<file path="config.mk">
export PLATFORM = sky130hd
export DESIGN_NAME = prbs_bist
export DESIGN_NICKNAME = d
export VERILOG_FILES = /design/src/rtl/prbs_bist_pkg.sv /design/src/rtl/prbs_bist_ctrl.sv /design/src/rtl/prbs_bist_gen.sv /design/src/rtl/prbs_bist_chk.sv /design/src/rtl/prbs_bist.sv
export SDC_FILE = /design/constraint.sdc
export NUM_CORES = 1
export LEC_CHECK = 0
export BUFFER_PORTS_ARGS = -buffer_cell sky130_fd_sc_hd__buf_2
export CAP_MARGIN = 20
export CORE_ASPECT_RATIO = 0.8
export CORE_MARGIN = 2
export CORE_UTILIZATION = 45
export DETAILED_ROUTE_END_ITERATION = 6
export PLACE_DENSITY = 0.74
export RECOVER_POWER = 50
export SYNTH_ARGS = -nofsm -noshare
export SYNTH_HDL_FRONTEND = slang
export SYNTH_SLANG_ARGS = --single-unit
</file>
<file path="constraint.sdc">
create_clock -name clk -period 1.3 [get_ports clk]
set_input_delay 0.13 -clock clk [delete_from_list [all_inputs] [get_ports clk]]
set_output_delay 0.13 -clock clk [all_outputs]
set_load 0.005 [all_outputs]
</file>
<file path="src/rtl/prbs_bist_pkg.sv">
// Shared constants and the nibble step function for the PRBS self-test.
// Assumes the short sequence fits inside the long state register.
package prbs_bist_pkg;
    localparam int NIB_W     = 4;
    localparam int REG_W     = 16;
    localparam int LONG_W    = 15;
    localparam int LONG_TAP  = 14;
    localparam int SHORT_W   = 9;
    localparam int SHORT_TAP = 5;
    localparam int RUN_BIT   = 8;
    localparam int STAT_BIT  = 9;
    localparam int CONT_BIT  = 1;
    localparam int SHORT_BIT = 0;

    localparam logic [LONG_W-1:0] SEED       = '1;
    localparam logic [LONG_W-1:0] SHORT_MASK = LONG_W'((1 << SHORT_W) - 1);

    typedef struct packed {
        logic [NIB_W-1:0]  nib;
        logic [LONG_W-1:0] state;
    } step_t;

    // Advance the selected Fibonacci register by NIB_W bits; first bit lands in the MSB.
    function automatic step_t prbs_step(input logic [LONG_W-1:0] s_in, input logic short_sel);
        step_t r;
        logic [LONG_W-1:0] s;
        logic nb;
        s     = s_in;
        r.nib = '0;
        for (int i = 0; i < NIB_W; i++) begin
            if (short_sel) nb = s[SHORT_W-1] ^ s[SHORT_TAP-1];
            else           nb = s[LONG_W-1]  ^ s[LONG_TAP-1];
            s = {s[LONG_W-2:0], nb};
            if (short_sel) s = s & SHORT_MASK;
            r.nib[NIB_W-1-i] = nb;
        end
        r.state = s;
        return r;
    endfunction
endpackage

</file>
<file path="src/rtl/prbs_bist_ctrl.sv">
// Control word decode, run/mode flags and the sticky pass/fail status.
// Assumes cmp_vld_i/cmp_bad_i come from the checker in the same cycle.
module prbs_bist_ctrl
    import prbs_bist_pkg::*;
(
    input  logic             clk,
    input  logic             rst_n,
    input  logic             wr_i,
    input  logic             run_bit_i,
    input  logic             cont_bit_i,
    input  logic             short_bit_i,
    input  logic             cmp_vld_i,
    input  logic             cmp_bad_i,
    output logic             start_o,
    output logic             go_o,
    output logic             cont_o,
    output logic             short_o,
    output logic             pass_o,
    output logic [REG_W-1:0] rdata_o
);
    logic run_q, cont_q, short_q, pass_q, err_q;

    assign start_o = wr_i && run_bit_i;
    assign go_o    = run_q && !wr_i;
    assign cont_o  = cont_q;
    assign short_o = short_q;
    assign pass_o  = pass_q;

    // Running flag follows each write of the start/stop bit.
    always_ff @(posedge clk) begin
        if (!rst_n)    run_q <= 1'b0;
        else if (wr_i) run_q <= run_bit_i;
    end

    // Mode flags are captured from the starting word only.
    always_ff @(posedge clk) begin
        if (!rst_n) begin
            cont_q  <= 1'b0;
            short_q <= 1'b0;
        end else if (start_o) begin
            cont_q  <= cont_bit_i;
            short_q <= short_bit_i;
        end
    end

    // Sticky status: cleared on start, set by a match, locked low by a mismatch.
    always_ff @(posedge clk) begin
        if (!rst_n) begin
            pass_q <= 1'b0;
            err_q  <= 1'b0;
        end else if (start_o) begin
            pass_q <= 1'b0;
            err_q  <= 1'b0;
        end else if (cmp_vld_i) begin
            if (cmp_bad_i) begin
                err_q  <= 1'b1;
                pass_q <= 1'b0;
            end else if (!err_q) begin
                pass_q <= 1'b1;
            end
        end
    end

    // Readback word assembly.
    always_comb begin
        rdata_o            = '0;
        rdata_o[STAT_BIT]  = pass_q;
        rdata_o[RUN_BIT]   = run_q;
        rdata_o[CONT_BIT]  = cont_q;
        rdata_o[SHORT_BIT] = short_q;
    end


    start_clr_chk: assert property (@(posedge clk) disable iff (!rst_n)
        start_o |=> !pass_o);

    sticky_fail_chk: assert property (@(posedge clk) disable iff (!rst_n)
        (err_q && !start_o) |=> !pass_o);

    pass_hold_chk: assert property (@(posedge clk) disable iff (!rst_n)
        (pass_o && !start_o && !(cmp_vld_i && cmp_bad_i)) |=> pass_o);
endmodule

</file>
<file path="src/rtl/prbs_bist_gen.sv">
// Transmit pattern generator with packet/gap pacing or gapless streaming.
// Assumes GAP_LEN >= 1 and that mode inputs change only on start.
module prbs_bist_gen
    import prbs_bist_pkg::*;
#(
    parameter int PKT_LEN = 16,
    parameter int GAP_LEN = 4
) (
    input  logic             clk,
    input  logic             rst_n,
    input  logic             start_i,
    input  logic             go_i,
    input  logic             cont_i,
    input  logic             short_i,
    output logic [NIB_W-1:0] tx_data_o,
    output logic             tx_valid_o
);
    localparam int PERIOD = PKT_LEN + GAP_LEN;
    localparam int CNT_W  = $clog2(PERIOD);

    logic [LONG_W-1:0] lfsr_q;
    logic [CNT_W-1:0]  cnt_q;
    step_t             nxt;
    logic              emit;

    assign nxt  = prbs_step(lfsr_q, short_i);
    assign emit = go_i && (cont_i || (cnt_q < CNT_W'(PKT_LEN)));

    // Sequence state: reseed on start, advance per emitted nibble.
    always_ff @(posedge clk) begin
        if (!rst_n || start_i) lfsr_q <= SEED;
        else if (emit)         lfsr_q <= nxt.state;
    end

    // Position within the packet-plus-gap period.
    always_ff @(posedge clk) begin
        if (!rst_n || start_i)                   cnt_q <= '0;
        else if (go_i && cnt_q == CNT_W'(PERIOD-1)) cnt_q <= '0;
        else if (go_i)                           cnt_q <= cnt_q + 1'b1;
    end

    // Registered transmit outputs.
    always_ff @(posedge clk) begin
        if (!rst_n) begin
            tx_valid_o <= 1'b0;
            tx_data_o  <= '0;
        end else if (start_i) begin
            tx_valid_o <= 1'b0;
        end else begin
            tx_valid_o <= emit;
            if (emit) tx_data_o <= nxt.nib;
        end
    end


    halt_quiet_chk: assert property (@(posedge clk) disable iff (!rst_n)
        !go_i |=> !tx_valid_o);

    cont_stream_chk: assert property (@(posedge clk) disable iff (!rst_n)
        (go_i && cont_i) |=> tx_valid_o);
endmodule

</file>
<file path="src/rtl/prbs_bist_chk.sv">
// Receive checker: predicts each valid nibble and flags mismatches.
// Assumes the returned stream starts with the first generated nibble.
module prbs_bist_chk
    import prbs_bist_pkg::*;
(
    input  logic             clk,
    input  logic             rst_n,
    input  logic             start_i,
    input  logic             go_i,
    input  logic             short_i,
    input  logic [NIB_W-1:0] rx_data_i,
    input  logic             rx_valid_i,
    output logic             cmp_vld_o,
    output logic             cmp_bad_o
);
    logic [LONG_W-1:0] lfsr_q;
    step_t             exp_s;

    assign exp_s     = prbs_step(lfsr_q, short_i);
    assign cmp_vld_o = go_i && rx_valid_i;
    assign cmp_bad_o = cmp_vld_o && (rx_data_i != exp_s.nib);

    // Expected-sequence state: reseed on start, advance per compared nibble.
    always_ff @(posedge clk) begin
        if (!rst_n || start_i) lfsr_q <= SEED;
        else if (cmp_vld_o)    lfsr_q <= exp_s.state;
    end


    idle_hold_chk: assert property (@(posedge clk) disable iff (!rst_n)
        (!rx_valid_i && !start_i) |=> $stable(lfsr_q));
endmodule

</file>
<file path="src/rtl/prbs_bist.sv">
// Top of the PRBS self-test engine: control, generator and checker.
// Assumes a single clock for both data directions.
module prbs_bist
    import prbs_bist_pkg::*;
#(
    parameter int PKT_LEN = 16,
    parameter int GAP_LEN = 4
) (
    input  logic        clk,
    input  logic        rst_n,
    input  logic        ctrl_wr,
    input  logic [15:0] ctrl_wdata,
    output logic [15:0] ctrl_rdata,
    output logic        bist_pass,
    output logic [3:0]  tx_data,
    output logic        tx_valid,
    input  logic [3:0]  rx_data,
    input  logic        rx_valid
);
    logic start, go, cont, short_sel, cmp_vld, cmp_bad;

    prbs_bist_ctrl u_ctrl (
        .clk(clk), .rst_n(rst_n), .wr_i(ctrl_wr),
        .run_bit_i(ctrl_wdata[RUN_BIT]), .cont_bit_i(ctrl_wdata[CONT_BIT]),
        .short_bit_i(ctrl_wdata[SHORT_BIT]),
        .cmp_vld_i(cmp_vld), .cmp_bad_i(cmp_bad),
        .start_o(start), .go_o(go), .cont_o(cont), .short_o(short_sel),
        .pass_o(bist_pass), .rdata_o(ctrl_rdata)
    );

    prbs_bist_gen #(.PKT_LEN(PKT_LEN), .GAP_LEN(GAP_LEN)) u_gen (
        .clk(clk), .rst_n(rst_n), .start_i(start), .go_i(go),
        .cont_i(cont), .short_i(short_sel),
        .tx_data_o(tx_data), .tx_valid_o(tx_valid)
    );

    prbs_bist_chk u_chk (
        .clk(clk), .rst_n(rst_n), .start_i(start), .go_i(go),
        .short_i(short_sel), .rx_data_i(rx_data), .rx_valid_i(rx_valid),
        .cmp_vld_o(cmp_vld), .cmp_bad_o(cmp_bad)
    );
endmodule

</file>
==> flow_metrics.env, run 1 <==
export IMPL_ant_nets=0
export IMPL_first_global_vias=1537
export IMPL_endpoint="u_ctrl.pass_o"
export IMPL_r2r_end="u_ctrl.pass_o"
export IMPL_synth_cell_types=30
export IMPL_pin_count=46
export IMPL_first_pass_iters=4
export IMPL_placed_cells=321
export IMPL_fin_util_pct=66.6
export IMPL_via_count=1705
export IMPL_grt_start_max_net_pins=28
export IMPL_place_detailed_hpwl_um=2850
export IMPL_finClkSkew_ns=0.0187
export IMPL_layout_setup_ws_ns=-0.181
export IMPL_cts_buffers=5
export IMPL_power_leakage_uw=0.00126
export IMPL_worstSetupEndpointType="flop"
export IMPL_num_antenna_cells=0
export IMPL_muxShareOfSynthArea_pct=4.90
export IMPL_vias_per_cell=5.03
export IMPL_htreeDepth=2
export IMPL_synth_area_mm2=0.00204
export IMPL_ys_async_sr_fraction_pct=0
export IMPL_cap_viol_max_count=0
export IMPL_drtIter0Drc=113
export IMPL_status="finished, violations left"
export IMPL_yosys_warnings=0
export IMPL_placed_area_mm2=0.00235
export IMPL_ir_worst_vdd_mv=0.602
export IMPL_clock_latency_ns=0.31
export IMPL_wire_per_inst_um=14.2
export IMPL_final_cell_count_no_fill=339
export IMPL_fp_row_count=21
export IMPL_area_delta_synth_final_pct=39.6
export IMPL_start_kind="flop"
export IMPL_clock_sinks=45
export IMPL_fmax_ghz=0.675
export IMPL_die_x_um=79.3
export IMPL_grt_ovfl_total=0
export IMPL_synth_xor_area_share_pct=9.86
export IMPL_cp_arrival_ns=1.74
export IMPL_required_ns=1.56
export IMPL_die_area_mm2=0.00510
export IMPL_synth_edf_count=0
export IMPL_synth_main_ff_cell="dfxtp_1"
export IMPL_routed_wl_um=4830
export IMPL_grt_usage_pct=17.3
export IMPL_crit_type="reg -> reg"
export IMPL_synth_top_family_by_area="simple AND/OR/NAND/NOR gates"
export IMPL_fin_crit_ns=1.48
export IMPL_die_y_um=64.3
export IMPL_critPathLaunch="u_ctrl.short_o"
export IMPL_rsz0062_at_grt="yes"
export IMPL_setup_viol=19
export IMPL_syn_area_per_cell_um2=8.96
export IMPL_final_area_mm2=0.00285
export IMPL_synth_yosys_seq_area_share_pct=44.1
export IMPL_min_delay_path_class="in -> reg"
export IMPL_cts_hold_fix_buffers=0
export IMPL_synth_fa_ha_area_share_pct=0.612
export IMPL_portBuffers=20
export IMPL_final_period_utilization_pct=114
export IMPL_grt_pass1_wl_um=6930
export IMPL_drv_slew=0
export IMPL_fin_nets=306
export IMPL_cts_tree="built"
export IMPL_path_max_fanout=6
export IMPL_antenna_found_initial=0
export IMPL_ff2ff_path_depth=4
export IMPL_drc=0
export IMPL_synth_compound_area_share_pct=12.1
export IMPL_reg2reg_setup_slack_ns=-0.18
export IMPL_synth_ff_latch_count=45
export IMPL_synthCells=228
export IMPL_powerDensity_mw_per_mm2=968
export IMPL_start_util_pct=47.7
export IMPL_r2r_start="u_ctrl.short_o"
export IMPL_clkTransAtPathRegs_ns=0.10
export IMPL_gp_congestion=0.764
export IMPL_hold_viol=0
export IMPL_failed_checks="setup timing"
export IMPL_clockBufferDepth=2
export IMPL_ctsRootBufferMaster="clkbuf_8"
export IMPL_synthSimpleGateAreaFrac_pct=17.6
export IMPL_drive_above_1_share_pct=44.3
export IMPL_core_area_mm2=0.00428
area by class of cell:
class                      instances  area [um^2]
clock buffer                       7         96.3
clock inverter                     1         8.76
fill                             334         1430
inverter                           8         30.0
multi-input combinational        157         1210
sequential                        45          922
tap                               57         71.3
timing repair buffer              64          518
worst max-delay path: stages (launching register included):
cell	delay (ns)
dfxtp_4	0.44
mux2i_2	0.26
xnor2_1	0.12
o41ai_2	0.42
o211a_1	0.19
cell usage after synthesis (7+ instances only):
| library cell | count | area [um^2] |
|---|---|---|
| a21oi_1 | 7 | 35.0 |
| buf_4 | 18 | 135 |
| clkbuf_1 | 8 | 30.0 |
| dfxtp_1 | 45 | 901 |
| inv_1 | 8 | 30.0 |
| mux2i_1 | 10 | 100 |
| nand2_1 | 37 | 139 |
| nand3_1 | 13 | 65.1 |
| nor2_1 | 11 | 41.3 |
| nor2b_1 | 7 | 43.8 |
| xnor2_1 | 9 | 78.8 |
| xor2_1 | 14 | 123 |
what timing repair did:
| item | in CTS | in global routing |
|---|---|---|
| buffers inserted | 2 | 10 |
| setup endpoints to repair | 31 | 41 |
| gates resized for setup | 16 | 75 |
| pin swaps | 4 | 38 |
sequential cells by signal (all words and copies together) (netlist names):
register,cells
u_gen.lfsr_q,15
u_ctrl.cont_o,1
u_ctrl.pass_o,1
u_ctrl.short_o,1
u_chk.lfsr_q,15
u_ctrl.err_q,1
u_gen.tx_valid_o,1
u_gen.tx_data_o,4
u_gen.cnt_q,5
u_ctrl.run_q,1
worst min path at each step:
stage | from | endpoint | slack [ns] | cells past startpoint
global route | ctrl_wdata[0] | u_ctrl.short_o | 0.09 | 3
CTS | ctrl_wdata[0] | u_ctrl.short_o | 0.09 | 3
finish | ctrl_wdata[0] | u_ctrl.short_o | 0.08 | 3
floorplan | rst_n | u_ctrl.run_q | 0.26 | 1
detailed placement | ctrl_wdata[0] | u_ctrl.short_o | 0.41 | 3
global placement | ctrl_wdata[0] | u_ctrl.short_o | 0.41 | 3
layer usage:
layer	vias to the layer above	global-route usage, %	wire length [um]
li1	837	-	-
met3	13	3.81	255
met4	0	5.82	79
met5	-	0	0
met2	47	28.2	2380
met1	808	22.6	2120
placed cells by master (no fill, tap or decap), types with 2 or more instances in the layout:
cell,n
a21boi_0,2
nand3_1,9
nand2_1,25
o311ai_2,5
dfxtp_1,32
buf_4,22
dfxtp_2,11
conb_1,12
inv_1,8
mux2i_1,7
buf_2,20
mux2i_2,2
o211ai_1,4
dfxtp_4,2
a211oi_4,2
a211o_1,4
nand3b_1,6
nand2_2,10
buf_6,20
nor2_1,11
xor2_1,11
clkbuf_8,7
nor2b_1,6
a21oi_1,4
a21oi_2,3
nand3_2,4
a211oi_2,2
xor2_2,3
xnor2_1,9
cell families after synthesis:
group / Yosys count
flip-flops: 45
XOR/XNOR: 23
AND/OR/NAND/NOR: 78
multiplexers: 10
buffers and inverters: 37
AO/OA/AOI/OAI: 33
other: 1
adder cells (fa/ha/maj): 1
where the power goes:
part,internal (uW),total (uW),switching [uW],leakage (uW)
clock network,492,1000,511,0.0000549
registers,1400,1430,29.1,0.000363
logic,156,324,167,0.000838
metrics by stage:
step,hold WS [ns],power [uW],setup TNS (ns),worst slack (ns)
finish,0.0795,2760,-0.767,-0.181
global route,0.0874,2850,-2.94,-0.277
CTS,0.0850,2680,-0.324,-0.169
detailed placement,0.415,1700,-1.46,-0.215
global placement,0.409,1690,-0.963,-0.148
floorplan,0.258,1630,-0.262,-0.0567
(Power assumes the default switching activity.)
==> inputs of run 2 (changes only) <==
--- a/config.mk
+++ b/config.mk
@@ -10,8 +10,9 @@
 export CORE_ASPECT_RATIO = 0.8
 export CORE_MARGIN = 2
 export CORE_UTILIZATION = 45
+export CTS_BUF_LIST = sky130_fd_sc_hd__clkbuf_4 sky130_fd_sc_hd__clkbuf_8
 export DETAILED_ROUTE_END_ITERATION = 6
-export PLACE_DENSITY = 0.74
+export PLACE_DENSITY = 0.71
 export RECOVER_POWER = 50
 export SYNTH_ARGS = -nofsm -noshare
 export SYNTH_HDL_FRONTEND = slang
==> constraint.sdc (replaced) <==
create_clock -name clk -period 1.4 [get_ports clk]
set_input_delay 0.14 -clock clk [delete_from_list [all_inputs] [get_ports clk]]
set_output_delay 0.14 -clock clk [all_outputs]
set_load 0.005 [all_outputs]
==> flow_metrics.env, run 2 (synthesized netlist as in run 1, its figures left out) <==
export IMPL_htreeDepth=2
export IMPL_status="finished, violations left"
export IMPL_clkTransAtPathRegs_ns=0.09
export IMPL_gp_congestion=0.789
export IMPL_final_setup_tns_ns=-0.122
export IMPL_clock_sinks=45
export IMPL_num_antenna_cells=0
export IMPL_hold_depth=3
export IMPL_cp_arrival_ns=1.72
export IMPL_placed_area_mm2=0.00229
export IMPL_worstSetupEndpointType="flop"
export IMPL_fp_row_count=21
export IMPL_worstHoldStart="ctrl_wdata[1]"
export IMPL_crit_type="reg -> reg"
export IMPL_fin_util_pct=59.7
export IMPL_r2r_end="u_ctrl.pass_o"
export IMPL_wire_per_inst_um=12.3
export IMPL_area_delta_synth_final_pct=25.0
export IMPL_final_cell_count_no_fill=331
export IMPL_routed_wl_um=4090
export IMPL_required_ns=1.65
export IMPL_first_global_vias=1456
export IMPL_die_x_um=79.3
export IMPL_portBuffers=20
export IMPL_placed_cells=313
export IMPL_ir_worst_vdd_mv=0.735
export IMPL_layout_commonest_cell="dfxtp_1"
export IMPL_final_period_utilization_pct=105
export IMPL_place_detailed_hpwl_um=2750
export IMPL_layout_setup_ws_ns=-0.0751
export IMPL_drive_above_1_share_pct=29.6
export IMPL_layout_common_cells="dfxtp_1 (37), nand2_1 (36), buf_4 (28), buf_2 (17), nand3_1 (13)"
export IMPL_clockBufferDepth=2
export IMPL_fin_crit_ns=1.48
export IMPL_fin_nets=299
export IMPL_powerDensity_mw_per_mm2=985
export IMPL_min_delay_path_class="in -> reg"
export IMPL_min_to="u_ctrl.cont_o"
export IMPL_vias_per_cell=4.76
export IMPL_pin_count=46
export IMPL_ff2ff_path_depth=5
export IMPL_critPathLaunch="u_ctrl.short_o"
export IMPL_ctsRootBufferMaster="clkbuf_8"
export IMPL_final_area_mm2=0.00255
export IMPL_via_count=1574
export IMPL_r2r_start="u_ctrl.short_o"
export IMPL_cap_viol_max_count=0
export IMPL_failed_checks="setup timing"
export IMPL_rsz0062_at_grt="yes"
export IMPL_drtIter0Drc=79
export IMPL_core_area_mm2=0.00428
export IMPL_first_pass_iters=3
export IMPL_start_kind="flop"
export IMPL_die_y_um=64.3
export IMPL_power_leakage_uw=0.00117
export IMPL_dp_slack_ns=-0.111
export IMPL_grt_ovfl_total=0
export IMPL_cts_buffers=5
export IMPL_reg2reg_setup_slack_ns=-0.08
export IMPL_ant_nets=0
export IMPL_fmax_ghz=0.678
export IMPL_grt_pass1_wl_um=6590
export IMPL_drv_slew=0
export IMPL_setup_viol=2
export IMPL_cts_tree="built"
export IMPL_reg_top3="u_chk.lfsr_q (15), u_gen.lfsr_q (15), u_gen.cnt_q (5)"
export IMPL_start_util_pct=47.7
export IMPL_die_area_mm2=0.00510
export IMPL_finClkSkew_ns=0.00955
export IMPL_clock_latency_ns=0.30
export IMPL_hold_viol=0
export IMPL_path_max_fanout=4
export IMPL_drc=0
export IMPL_grt_usage_pct=16.7
export IMPL_cts_hold_fix_buffers=0
export IMPL_antenna_found_initial=0
export IMPL_grt_start_max_net_pins=28
run 2: critical path, cell delays in order (launching register included):
cell and delay [ns]:
dfxtp_4 0.37, buf_6 0.11, mux2i_4 0.26, xnor2_2 0.09, o41ai_2 0.39, o211a_1 0.20
run 2: cell type report:
cell class,count,area [um^2]
timing repair buffer,56,377
fill,383,1730
clock buffer,5,68.8
inverter,8,30.0
clock inverter,2,35.0
sequential,45,913
multi-input combinational,158,1060
tap,57,71.3
run 2: worst max-delay path by stage:
stage	to	slack, ns	depth (start not counted)
finish	u_ctrl.pass_o	-0.08	5
global route	u_ctrl.pass_o	-0.15	5
CTS	u_ctrl.pass_o	-0.06	5
detailed placement	u_ctrl.pass_o	-0.11	5
global placement	u_ctrl.pass_o	-0.13	5
floorplan	u_gen.lfsr_q[6]	0.004	7
run 2: through the flow:
step	hold WS [ns]	power (uW)
after floorplan	0.268	1510
final	0.136	2520
after global routing	0.143	2620
after global placement	0.436	1560
after detailed placement	0.444	1570
after CTS	0.134	2540
run 2: report_power, final:
part           internal, uW  switching [uW]  total, uW
clock                   519             427        946
combinational           118             125        243
sequential             1300            22.4       1330
run 2: timing repair:
| item | CTS | global route |
|---|---|---|
| pin swaps | 3 | 6 |
| gates resized for setup | 16 | 14 |
| cloned | 0 | 1 |
| buffers inserted | 5 | 5 |
| setup endpoints to repair | 8 | 19 |
run 2: metal layers:
layer	wire [um]	global-route usage [%]	share of wire, %
met5	0	0	0
met3	121	3.81	3.0
met2	1820	26.8	45
met1	2100	22.1	51
met4	46	5.82	1.1
==> inputs of run 3 (changes only) <==
--- a/config.mk
+++ b/config.mk
@@ -14,6 +14,7 @@
 export DETAILED_ROUTE_END_ITERATION = 6
 export PLACE_DENSITY = 0.71
 export RECOVER_POWER = 50
+export SKIP_CTS_REPAIR_TIMING = 1
 export SYNTH_ARGS = -nofsm -noshare
 export SYNTH_HDL_FRONTEND = slang
 export SYNTH_SLANG_ARGS = --single-unit
==> constraint.sdc (replaced) <==
create_clock -name clk -period 1.4 [get_ports clk]
set_input_delay 0.14 -clock clk [delete_from_list [all_inputs] [get_ports clk]]
set_output_delay 0.14 -clock clk [all_outputs]
set_load 0.01 [all_outputs]
==> flow_metrics.env, run 3 (synthesized netlist as in run 1, its figures left out) <==
export IMPL_place_detailed_hpwl_um=2750
export IMPL_first_global_vias=1398
export IMPL_failed_checks="setup timing"
export IMPL_rsz0062_at_grt="yes"
export IMPL_drtIter0Drc=96
export IMPL_reg_top3="u_chk.lfsr_q (15), u_gen.lfsr_q (15), u_gen.cnt_q (5)"
export IMPL_power_leakage_uw=0.00113
export IMPL_fillerInstances=366
export IMPL_grt_usage_pct=16.0
export IMPL_min_delay_path_class="in -> reg"
export IMPL_ant_nets=0
export IMPL_gp_congestion=0.789
export IMPL_crit_chain="buf_6, mux2i_4, xnor2_2, o41ai_2, o211a_1"
export IMPL_start_kind="flop"
export IMPL_hold_viol=0
export IMPL_clockBufferDepth=2
export IMPL_setup_viol=24
export IMPL_cts_tree="built"
export IMPL_area_delta_synth_final_pct=25.2
export IMPL_placed_cells=313
export IMPL_clock_latency_ns=0.30
export IMPL_first_pass_iters=4
export IMPL_drv_slew=0
export IMPL_final_period_utilization_pct=107
export IMPL_fin_crit_ns=1.50
export IMPL_cap_viol_max_count=0
export IMPL_start_util_pct=47.7
export IMPL_num_antenna_cells=0
export IMPL_antenna_found_initial=0
export IMPL_via_count=1550
export IMPL_crit_type="reg -> reg"
export IMPL_pin_count=46
export IMPL_ctsRootBufferMaster="clkbuf_8"
export IMPL_grt_start_max_net_pins=28
export IMPL_core_area_mm2=0.00428
export IMPL_die_y_um=64.3
export IMPL_vias_per_cell=4.74
export IMPL_powerDensity_mw_per_mm2=985
export IMPL_routed_wl_um=4030
export IMPL_required_ns=1.65
export IMPL_finClkSkew_ns=0.00936
export IMPL_wire_per_inst_um=12.3
export IMPL_clock_sinks=45
export IMPL_ir_worst_vdd_mv=0.729
export IMPL_fmax_ghz=0.665
export IMPL_reg2reg_setup_slack_ns=-0.10
export IMPL_cp_arrival_ns=1.75
export IMPL_drive_above_1_share_pct=25.2
export IMPL_fp_row_count=21
export IMPL_grt_pass1_wl_um=6300
export IMPL_layout_setup_ws_ns=-0.104
export IMPL_max_stage_delay_ns=0.40
export IMPL_grt_ovfl_total=0
export IMPL_clkTransAtPathRegs_ns=0.08
export IMPL_die_x_um=79.3
export IMPL_portBuffers=20
export IMPL_power_total_uw=2520
export IMPL_htreeDepth=2
export IMPL_cts_buffers=5
export IMPL_status="finished, violations left"
export IMPL_layout_common_cells="dfxtp_1 (40), nand2_1 (35), buf_4 (20), nand3_1 (13)"
export IMPL_die_area_mm2=0.00510
export IMPL_drc=0
export IMPL_layout_commonest_cell="dfxtp_1"
export IMPL_worst_path_max_delay_cell="o41ai_2"
export IMPL_final_cell_count_no_fill=327
export IMPL_fin_nets=295
export IMPL_path_max_fanout=5
export IMPL_worstSetupEndpointType="flop"
## run 3: cell types whose count changed in the layout (fill, tap and decap cells not counted), sizes merged
| cell | before | now |
|---|---|---|
| clkbuf | 12 | 18 |
| buf | 49 | 39 |
## run 3: routing by layer
metal | routed length, um | GRT usage [%] | vias to the layer above
met5 | 0 | 0 | -
met4 | 46 | 5.82 | 0
met3 | 117 | 3.81 | 6
met2 | 1810 | 24.9 | 24
met1 | 2060 | 21.6 | 704
li1 | - | - | 816
## run 3: area by class of cell
type | count | area [um^2] | share of cell area, %
Multi-Input combinational cell | 158 | 1070 | 41.9
Sequential cell | 45 | 910 | 35.6
Timing Repair Buffer | 52 | 372 | 14.5
Tap cell | 57 | 71.3 | 2.79
Clock buffer | 5 | 68.8 | 2.69
Clock inverter | 2 | 35.0 | 1.37
Inverter | 8 | 30.0 | 1.17
## run 3: path summary, 6_finish.rpt
| check | from | to | cells after the start |
|---|---|---|---|
| hold reg to reg | u_ctrl.err_q | u_ctrl.err_q | 2 |
| setup / recovery | u_ctrl.short_o | u_ctrl.pass_o | 5 |
| hold / removal | ctrl_wdata[1] | u_ctrl.cont_o | 3 |
| setup reg to reg | u_ctrl.short_o | u_ctrl.pass_o | 5 |
## run 3: through the flow
| step | worst slack [ns] | util (%) | area, um^2 | setup TNS (ns) | hold WS, ns |
|---|---|---|---|---|---|
| 2_1_floorplan | 0.00402 | - | 2090 | 0 | 0.268 |
| 5_1_grt | -0.201 | 59.7 | 2560 | -3.52 | 0.143 |
| 4_1_cts | -0.136 | 56.0 | 2400 | -0.350 | 0.134 |
| 3_5_place_dp | -0.111 | 53.5 | 2290 | -0.227 | 0.444 |
| 3_3_place_gp | -0.129 | 53.5 | 2290 | -0.244 | 0.436 |
| 6_report | -0.104 | 59.7 | 2560 | -0.757 | 0.134 |
## run 3: worst max-delay path: cells and delay by family, from the launching register on
family,cells,cell delay (ns)
flip-flops,1,0.38
buffers and inverters,1,0.12
AO/OA/AOI/OAI,2,0.60
XOR/XNOR,1,0.09
multiplexers,1,0.27
## run 3: power by group
part	internal, uW	switching, uW
combinational	118	134
clock	519	421
sequential	1300	23.0
